===== src/rtl/usr_pkg.sv =====
`timescale 1ns/1ps
package usr_pkg;
    typedef enum logic [1:0] {
        MODE_HOLD = 2'b00,
        MODE_UP   = 2'b01,
        MODE_DOWN = 2'b10,
        MODE_LOAD = 2'b11
    } usr_mode_e;
endpackage


===== src/rtl/usr_next_calc.sv =====
`timescale 1ns/1ps
module usr_next_calc
    import usr_pkg::*;
#(
    parameter int WIDTH = 8
) (
    input  logic [1:0]       mode,
    input  logic [WIDTH-1:0] cur,
    input  logic             ser_lo,
    input  logic             ser_hi,
    input  logic [WIDTH-1:0] load_val,
    output logic [WIDTH-1:0] nxt
);
    localparam int TOP = WIDTH - 1;

    logic [WIDTH-1:0] up_val;
    logic [WIDTH-1:0] down_val;

    // Per-bit neighbour selection for both shift directions
    for (genvar gi = 0; gi < WIDTH; gi++) begin : g_bit
        if (gi == 0) begin : g_low
            assign up_val[gi] = ser_lo;
        end else begin : g_low_n
            assign up_val[gi] = cur[gi-1];
        end
        if (gi == TOP) begin : g_high
            assign down_val[gi] = ser_hi;
        end else begin : g_high_n
            assign down_val[gi] = cur[gi+1];
        end
    end

    always_comb begin
        unique case (usr_mode_e'(mode))
            MODE_UP:   nxt = up_val;
            MODE_DOWN: nxt = down_val;
            MODE_LOAD: nxt = load_val;
            default:   nxt = cur;
        endcase
    end
endmodule


===== src/rtl/usr_drive_ctrl.sv =====
`timescale 1ns/1ps
module usr_drive_ctrl
    import usr_pkg::*;
(
    input  logic       oe_a_n,
    input  logic       oe_b_n,
    input  logic [1:0] mode,
    output logic       drive
);
    logic enabled;
    logic loading;

    always_comb begin
        enabled = ~(oe_a_n | oe_b_n);
        loading = (usr_mode_e'(mode) == MODE_LOAD);
        drive   = enabled & ~loading;
    end
endmodule


===== src/rtl/usr_shift_reg.sv =====
`timescale 1ns/1ps
module usr_shift_reg
    import usr_pkg::*;
#(
    parameter int WIDTH = 8
) (
    input  logic             clk,
    input  logic             rst_n,
    input  logic [1:0]       mode,
    input  logic             ser_in_lo,
    input  logic             ser_in_hi,
    input  logic             oe_a_n,
    input  logic             oe_b_n,
    input  logic [WIDTH-1:0] bus_in,
    output logic [WIDTH-1:0] bus_out,
    output logic             bus_drive,
    output logic             tap_lo,
    output logic             tap_hi
);
    localparam int TOP = WIDTH - 1;

    typedef struct packed {
        logic [WIDTH-1:0] bits;
    } state_t;

    state_t           st_d;
    state_t           st_q;
    logic [WIDTH-1:0] calc_nxt;

    usr_next_calc #(.WIDTH(WIDTH)) i_next (
        .mode     (mode),
        .cur      (st_q.bits),
        .ser_lo   (ser_in_lo),
        .ser_hi   (ser_in_hi),
        .load_val (bus_in),
        .nxt      (calc_nxt)
    );

    usr_drive_ctrl i_drive (
        .oe_a_n (oe_a_n),
        .oe_b_n (oe_b_n),
        .mode   (mode),
        .drive  (bus_drive)
    );

    always_comb begin
        st_d      = st_q;
        st_d.bits = calc_nxt;
    end

    always_ff @(posedge clk or negedge rst_n) begin
        if (!rst_n) begin
            st_q <= '0;
        end else begin
            st_q <= st_d;
        end
    end

    assign bus_out = st_q.bits;
    assign tap_lo  = st_q.bits[0];
    assign tap_hi  = st_q.bits[TOP];

    p_hold_r1: assert property (@(posedge clk) disable iff (!rst_n)
        (mode == MODE_HOLD) |=> (bus_out == $past(bus_out)));

    p_shift_up_r2: assert property (@(posedge clk) disable iff (!rst_n)
        (mode == MODE_UP) |=> (bus_out == {$past(bus_out[TOP-1:0]), $past(ser_in_lo)}));

    p_shift_down_r3: assert property (@(posedge clk) disable iff (!rst_n)
        (mode == MODE_DOWN) |=> (bus_out == {$past(ser_in_hi), $past(bus_out[TOP:1])}));

    p_load_r4: assert property (@(posedge clk) disable iff (!rst_n)
        (mode == MODE_LOAD) |=> (bus_out == $past(bus_in)));

    p_reset_clear_r5: assert property (@(posedge clk)
        !rst_n |-> (bus_out == '0));

    p_drive_off_r6: assert property (@(posedge clk) disable iff (!rst_n)
        (oe_a_n || oe_b_n || mode == MODE_LOAD) |-> !bus_drive);

    p_drive_on_r6: assert property (@(posedge clk) disable iff (!rst_n)
        (!oe_a_n && !oe_b_n && mode != MODE_LOAD) |-> bus_drive);
endmodule


===== config.mk =====
export PLATFORM = sky130hd
export DESIGN_NAME = usr_shift_reg
export DESIGN_NICKNAME = d
export VERILOG_FILES = /design/src/rtl/usr_pkg.sv /design/src/rtl/usr_next_calc.sv /design/src/rtl/usr_drive_ctrl.sv /design/src/rtl/usr_shift_reg.sv
export SDC_FILE = /design/constraint.sdc
export NUM_CORES = 1
export LEC_CHECK = 0
export ABC_AREA = 1
export BUFFER_PORTS_ARGS = -buffer_cell sky130_fd_sc_hd__buf_4
export CAP_MARGIN = 10
export CORE_MARGIN = 2
export CORE_UTILIZATION = 40
export CTS_CLUSTER_SIZE = 14
export DETAILED_ROUTE_END_ITERATION = 12
export PLACE_DENSITY = 0.73
export SYNTH_ARGS = -nofsm -noshare
export SYNTH_HDL_FRONTEND = slang
export SYNTH_SLANG_ARGS = --single-unit

===== constraint.sdc =====
create_clock -name clk -period 0.9 [get_ports clk]
set_clock_uncertainty 0.2 [all_clocks]
set_input_delay 0.135 -clock clk [delete_from_list [all_inputs] [get_ports clk]]
set_output_delay 0.135 -clock clk [all_outputs]
set_load 0.01 [all_outputs]

==> results.md <==
- Area of the core region: roughly 0.0014 mm^2
- Share of the synthesized area in the top cell type: 33.54%
- Worst skew pair latency: approximately 0.27 ns
- First-pass GRT wire length: roughly 3.1 mm
- Part of the power in the clock network: 21.4%
- Largest net degree at the start of global routing: 10
- Utilization of the core after routing: around four fifths
- Leakage dissipation: roughly 0.57 nW
- Total overflow reported by the global router: 0
- Die Span X: between 40 and 50 um
- Fillcell total: 78
- Leading area contributor after synthesis: dfrtp_1
- P&R area growth vs syn: 80.50%
- Max_slew headroom: 90.93%
- Number of cells on the worst reg-to-reg path: 5
- Sink count of the clock tree: 8
- Result of the run: complete, but fails checks
- Vias in the first global route: approximately 660
- Total routed wirelength: approximately 1.8 mm
- Count of warnings emitted by yosys: 0
- Internal Dissipation: 0.0009330 W
- Type of origin of the critical path: flop
- PD cells: approximately 1300 mW/mm^2
- Cell Rows: 13
- Mapped Area: 596.8 um^2
- Min setup slack post-route: -0.2573 ns
- Min-delay worst type: in2reg
- Final GP Congestion: approximately 0.84
- Initial DRC count: 13
- Fraction of the cycle the final worst path needs: 128.6%
- Required time of the worst setup path: ~0.56 ns
- Worst Setup End Kind: output port
- Net switching power of the design: 0.0004753 W
- Vertical extent of the die: about 43 um
- Top post-synthesis cells by area: dfrtp_1, nand2_1, nand3_2
- Worst path top cell family by delay: flip-flops
- Avg WL per Cell: around 13 um
- Crit path time final: about 1.2 ns
- Combinational cell fraction of total power: between 40% and 50%
- Drc violations: 0
- Cell area after placement: a little over 800 um^2
- Number of endpoints with negative hold slack in the final report: 4
- Worst hold path depth: 5
- Most used flip-flop cell after synthesis: dfrtp_1
- #FFs+latches synth: 8
- Worst-margin pin slew: ~0.14 ns
- Antenna violation net count after detailed routing: 0
- Crit Path Category: reg2out
- Endpoints failing setup: 18
- Maximum capacitance violations: 0
- Number of buffers created by CTS: 3
- Worst hold slack: -0.009705 ns
- Violated checks: hold timing, setup timing
- Largest voltage drop on the vdd net: approximately 1100 uV
- Synthesized area divided by synthesized cell count: 7.751 um^2
- Fraction of layout cells with a size suffix above 1: between 60% and 70%
- Vias per inst: between 4 and 5
- CTS clock-pin slew for the worst setup and hold paths: 0.06 ns
- Gr usage total: between 20% and 30%
- Data arrival time at the worst-slack endpoint: 0.82 ns
- Most common cell in the netlist: nand2_1
- Layout Cell Area excl Fill: roughly 0.0011 mm^2
- Via total after detailed routing: 673
- Antenna fix cells: 0
- First-pass iteration count of the detailed router: 4
- Synthesized Nets: 93
- Count of flip-flops with a built-in enable after synthesis: 0
- Max stage delay on crit path: 0.40 ns
- TritonCTS clock tree: built
- Top post-synthesis cells by count: nand2_1, nand3_1, nand3_2
- Async set or reset register ratio after synthesis: 100.0%
- Sequential element share of the synthesized area: 33.54%
- Pins Over Slew Limit: 0
- Number of port buffers: 26
- Maximum clock rate: 0.8641 GHz
- HPWL after detailed placement: 1.118 mm
- H-tree depth: 1
- Sw Ratio: 33.75%
- Unrepaired setup endpoints after global routing: yes
- Final layout net count: roughly 140
- R2R Setup Slk: -0.19 ns
- Slowest stage cell, crit path: dfrtp_1
- Critical path depth in cells: 1
- Buf+Inv Stages, Crit Path: 1
- Number of I/O pins: 27
- CTS max path bufs: 2
- CTS root buf: clkbuf_4
- Biggest fanout along the worst timing path: 3
- Max FFs per register: 8
- Die Outline Area: roughly 0.0018 mm^2
- Synth unique cells: 16
- Starting density of the core: approximately 44%
- Seq pwr share: between 30% and 40%
- Antenna violations before repair: 0
- Instance count of the mapped netlist: 77
- Ordered list of cells on the worst path: buf_4
-- worst register-to-register path, stage by stage, from the launching register on --
cell     delay, ns
dfrtp_1       0.40
buf_4         0.15
nand2_1       0.05
nand3_1       0.07
nand2_1       0.06
nand2_1       0.05
-- power by group through the flow --
stage / combinational [W] / sequential (W) / clock (W)
detailed placement: 0.000400 / 0.000486 / 0
global placement: 0.000396 / 0.000486 / 0
floorplan: 0.000199 / 0.000501 / 0
global route: 0.000699 / 0.000468 / 0.000313
finish: 0.000647 / 0.000460 / 0.000301
CTS: 0.000610 / 0.000457 / 0.000300
-- cell usage in the layout, fill, tap and decap left out --
cell and count:
a21oi_2 1, buf_12 2, buf_4 29, buf_6 14
clkbuf_4 3, dfrtp_1 8, dlygate4sd3_1 1, inv_1 2
inv_4 1, inv_6 1, inv_8 1, nand2_1 23
nand2_2 6, nand2_4 1, nand3_1 8, nand3_2 13
nand3_4 1, nor2_2 4, nor2_4 1, o21ai_2 1
-- per-layer routing --
metal  GRT usage, %  routed length, um  vias up
met5              0                  0        -
met4          13.13                 42        0
met3          3.017                105        5
met2          36.06                867       23
met1          29.02                752      305
li1               -                  -      340
-- logic make-up (layout without fill, tap and decap cells) --
group	Yosys count	in the layout	share of synthesized area, %
compound gates	2	2	2.306
buf+inv	10	54	14.05
flops	8	8	33.54
simple gates	57	57	50.11
-- what timing repair did --
item                                    in CTS  in global routing
setup buffers                               10                  0
hold endpoints to repair                    11                  0
pin swaps                                    3                  7
gates resized for setup                     29                 11
endpoints found under the setup margin      19                 19
hold buffers                                 1                  0
-- metrics by stage --
stage          instances  total power [W]  TNS, ns  worst slack, ns
5_1_grt              136         0.001480   -4.333          -0.2754
6_report             136         0.001408   -3.702          -0.2573
2_1_floorplan         77        0.0007002  -0.5246         -0.08582
3_3_place_gp         122        0.0008820  -0.9181          -0.1191
4_1_cts              136         0.001367   -3.637          -0.2492
3_5_place_dp         122        0.0008864  -0.9845          -0.1326
-- final timing paths --
kind	start	endpoint
max	bus_out[0]$_DFFE_PN0P_	tap_lo
max in group asynchronous	rst_n	bus_out[6]$_DFFE_PN0P_
max reg2reg	bus_out[0]$_DFFE_PN0P_	bus_out[1]$_DFFE_PN0P_
min	ser_in_lo	bus_out[0]$_DFFE_PN0P_
min reg2reg	bus_out[5]$_DFFE_PN0P_	bus_out[5]$_DFFE_PN0P_
min in group asynchronous	rst_n	bus_out[3]$_DFFE_PN0P_
-- final cells by class --
class | instances | area [um^2] | area share, %
repair buffers | 46 | 425.4 | 39.49
flip-flops and latches | 8 | 200.2 | 18.58
clock buffers | 3 | 22.52 | 2.091
multi-input cells | 59 | 376.6 | 34.96
well taps | 15 | 18.77 | 1.742
inverters | 5 | 33.78 | 3.136
Note: power is estimated with default switching activity, not from simulation.
